===== src/rtl/i2c_scl_pkg.sv =====
package i2c_scl_pkg;

  // Phase of the SCL waveform generator.
  typedef enum logic [1:0] {
    PH_IDLE = 2'd0,
    PH_LOW  = 2'd1,
    PH_HIGH = 2'd2
  } scl_phase_e;

  // Default width of one phase field and default tick prescale.
  localparam int SCL_FIELD_W  = 16;
  localparam int SCL_PRESCALE = 8;

endpackage


===== src/rtl/scl_prescale.sv =====
// Tick generator: one tick every PRESCALE advancing cycles.
module scl_prescale #(
  parameter int PRESCALE = 8,
  localparam int PRE_W   = (PRESCALE > 1) ? $clog2(PRESCALE) : 1
) (
  input  logic             clk,
  input  logic             rst,
  input  logic             clr,
  input  logic             adv,
  output logic [PRE_W-1:0] pre_o,
  output logic             tick_o
);

  localparam logic [PRE_W-1:0] LAST = PRE_W'(PRESCALE - 1);

  assign tick_o = adv && (pre_o == LAST);

  always_ff @(posedge clk) begin
    if (rst || clr) begin
      pre_o <= '0;
    end else if (adv) begin
      pre_o <= tick_o ? '0 : pre_o + 1'b1;
    end
  end

endmodule


===== src/rtl/scl_phase_cnt.sv =====
// Counts prescale ticks within one phase up to a programmable limit.
module scl_phase_cnt #(
  parameter int W = 16
) (
  input  logic         clk,
  input  logic         rst,
  input  logic         clr,
  input  logic         inc,
  input  logic [W-1:0] limit,
  output logic [W-1:0] cnt_o,
  output logic         at_limit_o
);

  assign at_limit_o = (cnt_o == limit);

  always_ff @(posedge clk) begin
    if (rst || clr) begin
      cnt_o <= '0;
    end else if (inc && !at_limit_o) begin
      cnt_o <= cnt_o + 1'b1;
    end
  end

endmodule


===== src/rtl/scl_div_shadow.sv =====
// Holds the active high/low field pair; reloads only on request.
module scl_div_shadow #(
  parameter int W = 16,
  localparam int CFG_W = 2 * W
) (
  input  logic             clk,
  input  logic             rst,
  input  logic             load,
  input  logic [CFG_W-1:0] cfg_in,
  output logic [W-1:0]     lo_o,
  output logic [W-1:0]     hi_o
);

  always_ff @(posedge clk) begin
    if (rst) begin
      lo_o <= '0;
      hi_o <= '0;
    end else if (load) begin
      lo_o <= cfg_in[W-1:0];
      hi_o <= cfg_in[CFG_W-1:W];
    end
  end

endmodule


===== src/rtl/i2c_scl_phase_gen.sv =====
module i2c_scl_phase_gen
  import i2c_scl_pkg::*;
#(
  parameter int FIELD_W  = SCL_FIELD_W,
  parameter int PRESCALE = SCL_PRESCALE
) (
  input  logic                 clk,
  input  logic                 rst,
  input  logic                 en,
  input  logic [2*FIELD_W-1:0] div_cfg,
  input  logic                 scl_in,
  output logic                 scl_o,
  output logic                 low_start,
  output logic                 high_start,
  output logic                 low_mid
);

  localparam int PRE_W = (PRESCALE > 1) ? $clog2(PRESCALE) : 1;
  localparam int EL_W  = FIELD_W + PRE_W + 1;

  generate
    if (PRESCALE < 2 || (PRESCALE % 2) != 0) begin : g_bad_prescale
      $error("PRESCALE must be even and at least 2");
    end
  endgenerate

  scl_phase_e         ph_q, ph_n;
  logic [FIELD_W-1:0] lo_q, hi_q, limit, cnt;
  logic [PRE_W-1:0]   pre;
  logic               tick, at_limit, done, adv;
  logic               enter_low, enter_high, clr_cnt, mid_hit;
  logic [EL_W-1:0]    elapsed, mid_at;

  // Phase control
  always_comb begin
    adv        = (ph_q == PH_LOW) || ((ph_q == PH_HIGH) && scl_in);
    limit      = (ph_q == PH_HIGH) ? hi_q : lo_q;
    done       = tick && at_limit;
    enter_low  = en && ((ph_q == PH_IDLE) || ((ph_q == PH_HIGH) && done));
    enter_high = en && (ph_q == PH_LOW) && done;
    clr_cnt    = !en || enter_low || enter_high || (ph_q == PH_IDLE);
    if (!en)            ph_n = PH_IDLE;
    else if (enter_low)  ph_n = PH_LOW;
    else if (enter_high) ph_n = PH_HIGH;
    else                 ph_n = ph_q;
  end

  // Mid-low position: cycles elapsed in phase vs half the low length
  always_comb begin
    elapsed = EL_W'(cnt) * EL_W'(PRESCALE) + EL_W'(pre);
    mid_at  = ((EL_W'(lo_q) + EL_W'(1)) * EL_W'(PRESCALE)) / EL_W'(2)
              - EL_W'(1);
    mid_hit = en && (ph_q == PH_LOW) && !done && (elapsed == mid_at);
  end

  scl_prescale #(.PRESCALE(PRESCALE)) u_pre (
    .clk    (clk),
    .rst    (rst),
    .clr    (clr_cnt),
    .adv    (adv),
    .pre_o  (pre),
    .tick_o (tick)
  );

  scl_phase_cnt #(.W(FIELD_W)) u_cnt (
    .clk        (clk),
    .rst        (rst),
    .clr        (clr_cnt),
    .inc        (tick),
    .limit      (limit),
    .cnt_o      (cnt),
    .at_limit_o (at_limit)
  );

  scl_div_shadow #(.W(FIELD_W)) u_shadow (
    .clk    (clk),
    .rst    (rst),
    .load   (enter_low),
    .cfg_in (div_cfg),
    .lo_o   (lo_q),
    .hi_o   (hi_q)
  );

  // Registered outputs
  always_ff @(posedge clk) begin
    if (rst) begin
      ph_q       <= PH_IDLE;
      scl_o      <= 1'b1;
      low_start  <= 1'b0;
      high_start <= 1'b0;
      low_mid    <= 1'b0;
    end else begin
      ph_q       <= ph_n;
      scl_o      <= (ph_n != PH_LOW);
      low_start  <= enter_low;
      high_start <= enter_high;
      low_mid    <= mid_hit;
    end
  end

endmodule


===== config.mk =====
export PLATFORM = sky130hd
export DESIGN_NAME = i2c_scl_phase_gen
export DESIGN_NICKNAME = d
export VERILOG_FILES = /design/src/rtl/i2c_scl_pkg.sv /design/src/rtl/scl_prescale.sv /design/src/rtl/scl_phase_cnt.sv /design/src/rtl/scl_div_shadow.sv /design/src/rtl/i2c_scl_phase_gen.sv
export SDC_FILE = /design/constraint.sdc
export NUM_CORES = 1
export LEC_CHECK = 0
export BUFFER_PORTS_ARGS = -buffer_cell sky130_fd_sc_hd__buf_2
export CAP_MARGIN = 20
export CORE_ASPECT_RATIO = 1.5
export CORE_MARGIN = 4
export CORE_UTILIZATION = 61
export DETAILED_ROUTE_END_ITERATION = 16
export PLACE_DENSITY = 0.93
export SLEW_MARGIN = 20
export SYNTH_ARGS = -nofsm -noshare
export SYNTH_HDL_FRONTEND = slang
export SYNTH_HIERARCHICAL = 1
export SYNTH_SLANG_ARGS = --single-unit

===== constraint.sdc =====
create_clock -name clk -period 10.25 [get_ports clk]
set_clock_uncertainty 0.15 [all_clocks]
set_input_delay 3.075 -clock clk [delete_from_list [all_inputs] [get_ports clk]]
set_output_delay 3.075 -clock clk [all_outputs]
set_load 0.01 [all_outputs]

# Yosys cells after proc, flatten, opt, wreduce, memory -nomap -nowiden
# Index checks and enable logic that the tools add are counted.
# word_totals
latchBits	0
rom_bits	0
n_memories	0
reg_bits	57
ramBits	0
input_bits	36
# op_classes
div_mod_pow	0
n_mul	0
n_eq_ne	6
addsub	5
n_bitwise	0
n_shift	0
n_reduce_logical	20
muxes	5
n_lt_le_gt_ge	0
# op_table
operator	n
adder 19 x 3 -> 20 bit	1
== test 20 bit	1
subtractor 19 x 1 -> 20 bit (second input constant)	1
adder 16 x 1 -> 17 bit (second input constant)	1
adder 16 x 1 -> 16 bit (second input constant)	1
== test 16 bit	1
2-to-1 mux 16 bit	1
logical AND 1 bit	10
logical OR 1 bit	6
2-to-1 mux 2 bit	3
adder 3 x 1 -> 3 bit (second input constant)	1
== test 3 bit (second input constant)	1
zero test 1 bit	3
2-to-1 mux 3 bit	1
== test 2 x 1 -> 1 bit (second input constant)	1
== test 2 bit (second input constant)	1
zero test 2 bit	1
inequality test 2 x 1 -> 1 bit (second input constant)	1

# Depth between registers and ports, before layout
# logic_depth
word_depth	12
depth_mapped	18
depth_no_buf	14

# Cells and area by module
# The synthesis kept the hierarchy.
# modules_own_cells
module	area_per_inst_um2	instances	seq_area_each_um2	cells_per_inst
i2c_scl_phase_gen	1514.0	1	120.1	200
scl_div_shadow	1163.6	1	640.6	103
scl_phase_cnt	996.0	1	320.3	119
scl_prescale	158.9	1	60.1	16

# Worst setup path after synthesis
# No wires, ideal clock.
# synth_timing
path_kind	input-to-reg
startpoint	input port scl_in
endpoint	register low_mid
arrival_time_ps	5037
t_required_ps	10012
n_path_buf	0
setup_slack_ps	4975
path_stages	10
setup_time_ps	88
path_cell_list	a21o_1 > and2_1 > nand2_1 > o2111ai_1 > a2111oi_0 > nand4_1 > a2111o_1 > a221oi_2 > nand4_1 > nor4_2
# synth_between
elab_chain_len	7
# synth_rtl
element	line	text
start, declared	i2c_scl_phase_gen.sv:11	input logic scl_in,
logical AND 1 bit	i2c_scl_phase_gen.sv:36	adv = (ph_q == PH_LOW) || ((ph_q == PH_HIGH) && scl_in);
logical OR 1 bit	i2c_scl_phase_gen.sv:36	
logical AND 1 bit	scl_prescale.sv:16	assign tick_o = adv && (pre_o == LAST);
named net tick	i2c_scl_phase_gen.sv:30	logic tick, at_limit, done, adv;
logical AND 1 bit	i2c_scl_phase_gen.sv:38	done = tick && at_limit;
zero test 1 bit	i2c_scl_phase_gen.sv:53	mid_hit = en && (ph_q == PH_LOW) && !done && (elapsed == mid_at);
logical AND 1 bit (2 in series)	i2c_scl_phase_gen.sv:53	
end signal, assigned	i2c_scl_phase_gen.sv:97	low_mid <= mid_hit;
end, declared	i2c_scl_phase_gen.sv:15	output logic low_mid
# The timed path passes the listed nets, and every way through them passes these cells.
# A chain may end at the register's enable or synchronous reset.

# Worst setup path after layout
# layout_timing
startpoint	input port scl_in
endpoint	register low_mid
# layout_between
elab_chain_len	7
# layout_rtl
element	line
logical AND 1 bit	i2c_scl_phase_gen.sv:36
logical OR 1 bit	i2c_scl_phase_gen.sv:36
named net adv	i2c_scl_phase_gen.sv:30
logical AND 1 bit	scl_prescale.sv:16
named net tick	i2c_scl_phase_gen.sv:30
logical AND 1 bit	i2c_scl_phase_gen.sv:38
zero test 1 bit	i2c_scl_phase_gen.sv:53
logical AND 1 bit (2 in series)	i2c_scl_phase_gen.sv:53
# The timed path passes the listed nets, and every way through them passes these cells.

==> qor.csv <==
stage,metric,value,unit
floorplan,rows,35,
synthesis,yosysWarnings,6,
layout,utilization,67.71,%
synthesis,synth_cell_types,66,
layout,layout-drive-gt1-share,20.13,%
hold_path,hp-start,u_shadow/hi_o[14],
synthesis,ys_top_cells_by_count,"57 x dfxtp_1, 48 x nor2_1, 37 x mux2i_1",
setup_path,cp_num_cells,11,
setup_path,crit_top_cell,nand4_1,
pwr,power.density,128.3,nW/um2
global_routing,top_usage_layer,met2,
synthesis,synth-edff-count,0,
clock_network,path_clk_slew,80,ps
detailed_routing,post-route-drc-count,0,
global_routing,grt_util_met2,47.09,%
hold_path,holdPathStages,2,
detailed_routing,dr.pass1.iters,7,
pwr,ir_drop,88.72,uV
layout,fillers,464,
detailed_routing,wire_per_inst,18.89,um
clock_network,cts.hold.buffers_added,0,
detailed_routing,viasPerCell,6.440,
floorplan,die_area,7641,um2
layout,diodes,0,
setup_path,reg2reg_from,ph_q[1],
synthesis,ys_seq_area_share,29.77,%
detailed_routing,postRouteAntennaNets,0,
global_routing,grt-ovfl-total,0,
synthesis,synth_ff_type,dfxtp_1,
clock_network,clkLatencyLatePin,350,ps
synthesis,yosysMostFrequentCell,dfxtp_1,
clock_network,cts_setup_buffers,0,
sta,tightest_slew,952.2,ps
floorplan,ios,40,
clock_network,cts.sinks,57,
hold_path,hold_class,reg2reg,
global_routing,grtUsageMet3,6.545,%
sta,slew_headroom,36.52,%
layout,syn2layout_area_growth,8.325,%
setup_path,slowest_stage,a2111o_1,
flow_run,cap_violations,0,
detailed_routing,via_count,3516,
clock_network,cts.path.max_buffers,2,
sta,setup-violations-final,0,
synthesis,async_flop_share,0,%
setup_path,worstPathMaxFanout,7,
clock_network,cts_htree_levels,3,
global_routing,antenna_found_initial,0,
clock_network,cts_made_buffers,9,
setup_path,crit_buf_inv,1,
sta,min_period,5358,ps
synthesis,syn_nets,478,
setup_path,path_delay_family,compound AO/OA/AOI/OAI gates,
setup_path,end_kind,flip-flop,
pwr,leakagePower,1.729,nW
setup_path,r2r-end,u_shadow/hi_o[9],
setup_path,critPathMaxStageDelay,440,ps
synthesis,yosys_register_bits,57,
setup_path,cp-start-kind,primary input,
synthesis,netlist_instances,438,
place,dp.cells,530,
global_routing,grt_max_degree,40,
status,status,finished clean,
layout,final_nets,507,
synthesis,synth.top_cell.area_share,29.77,%
clock_network,clk_root_buffer_cell,clkbuf_8,
place,hpwl,7392,um
global_routing,grt_pass1_vias,3565,
setup_path,arrival,5470,ps
sta,finalCritPeriodShare,52.27,%
setup_path,required,10360,ps
synthesis,syn_area_per_cell,8.750,um2
setup_path,crit_type,in2reg,
clock_network,cts_tree,built,
hold_path,hold_end,u_shadow/hi_o[14],
synthesis,synth_area_leaders,"dfxtp_1 30%, mux2i_1 9.7%, xor2_1 6.9%",
detailed_routing,drt_iter0_markers,280,
layout,layout.cells.non_filler,546,
floorplan,initial_core_util,62.51,%
global_routing,grt_use_met1,28.65,%
global_routing,grt_pass1_wl,16550,um
place,io_buffers,39,
global_routing,grt_util_all_layers,27.93,%
clock_network,ctsResizeCount,0,
detailed_routing,drt_wl_total,10310,um
sta,rsz0062_at_grt,false,
setup_path,crit_chain,buf_2 > a21o_1 > and2_1 > nand2_1 > o2111ai_1 > a2111oi_0 > nand4_1 > a2111o_1 > a221oi_2 > nand4_1 > nor4_2,
floorplan,die_w,72.72,um
sta,timing.fmax,0.1866,GHz
synthesis,synth_area_leader_cell,dfxtp_1,
sta,drv_slew,0,
setup_path,r2r_cells,12,
sta,setup_tns,0,ps
synthesis,netlist_area,3832,um2
place,gp_congestion,0.8762,
sta,hold_viol,0,
setup_path,r2r_slack,5570,ps
floorplan,core_area,6131,um2
floorplan,die_y,105.1,um
[cell families (layout without fill, tap and decap cells)]
kind of cell	after synthesis	count (layout)	synth area share [%]
DFF	57	57	29.77
muxes	56	56	15.25
adders and majority gates	5	5	1.567
and+or+nand+nor	177	177	25.11
AOI/OAI and AO/OA	67	67	12.47
buffers and inverters	31	65	5.550
xor gates and xnor gates	45	45	10.28
[cell type report]
class | count | area, um2 | share of cell area [%]
clock inverters | 7 | 77.57 | 1.869
repair buffers | 40 | 202.7 | 4.882
flip-flops and latches | 57 | 1141 | 27.49
well taps | 74 | 92.59 | 2.230
inverters | 9 | 33.78 | 0.8137
multi-input cells | 350 | 2480 | 59.73
clock buffers | 9 | 123.9 | 2.984
[through the flow]
| step | cell area, um2 | hold slack, ps | power, mW | setup slack (ps) |
|---|---|---|---|---|
| CTS | 4151 | 352.1 | 0.5320 | 4937 |
| floorplan | 3832 | 304.4 | 0.3002 | 4975 |
| finish | 4151 | 360.3 | 0.5324 | 4892 |
| global route | 4151 | 400.3 | 0.5507 | 4627 |
| global placement | 3950 | 321.8 | 0.3114 | 4622 |
| detailed placement | 3950 | 333.9 | 0.3151 | 4587 |
[worst reg2reg max path: stages, from the launching register on]
cell and delay (ps):
dfxtp_1 400, nor2b_1 270, buf_4 290, mux2_2 390
xor2_1 160, nor4_1 460, nand4_2 230, inv_2 380
nand2_1 280, a21oi_1 240, and2_2 810, mux2i_1 390
nor2_1 110
[flip-flops by register name, indices dropped and copies added (netlist names), 2 cells and up]
register / flops
ph_q: 2
u_cnt/cnt_o: 16
u_pre/pre_o: 3
u_shadow/hi_o: 16
u_shadow/lo_o: 16
[layer usage]
layer / share of wire (%) / wire length, um
met1: 36 / 3676
met3: 6.6 / 677
met4: 5.7 / 584
met5: 0 / 0
met2: 52 / 5373
[power by group]
group	internal, mW	total, mW	switching (mW)
sequential	0.230	0.244	0.0141
clock	0.114	0.220	0.105
combinational	0.0322	0.0692	0.0370
[worst max path at each step]
| stage | from | to | slack, ps |
|---|---|---|---|
| finish | scl_in | low_mid | 4890 |
| CTS | scl_in | low_mid | 4940 |
| global placement | scl_in | low_mid | 4620 |
| global route | scl_in | low_mid | 4630 |
| detailed placement | scl_in | low_mid | 4590 |
| floorplan | scl_in | low_mid | 4980 |
[cells in the final DEF (no fill, tap or decap), drive strengths merged, types with 5 or more instances in the layout]
master / n
o21ai: 11
o31ai: 8
mux2i: 37
inv: 11
buf: 40
nor4: 8
a21oi: 20
xnor2: 15
nor2: 48
nor3: 6
nand2: 29
or4: 10
nand3: 19
or3: 10
mux2: 19
and2: 5
nor2b: 5
xor2: 30
nand4: 13
clkbuf: 9
dfxtp: 57
(Power assumes the default switching activity.)
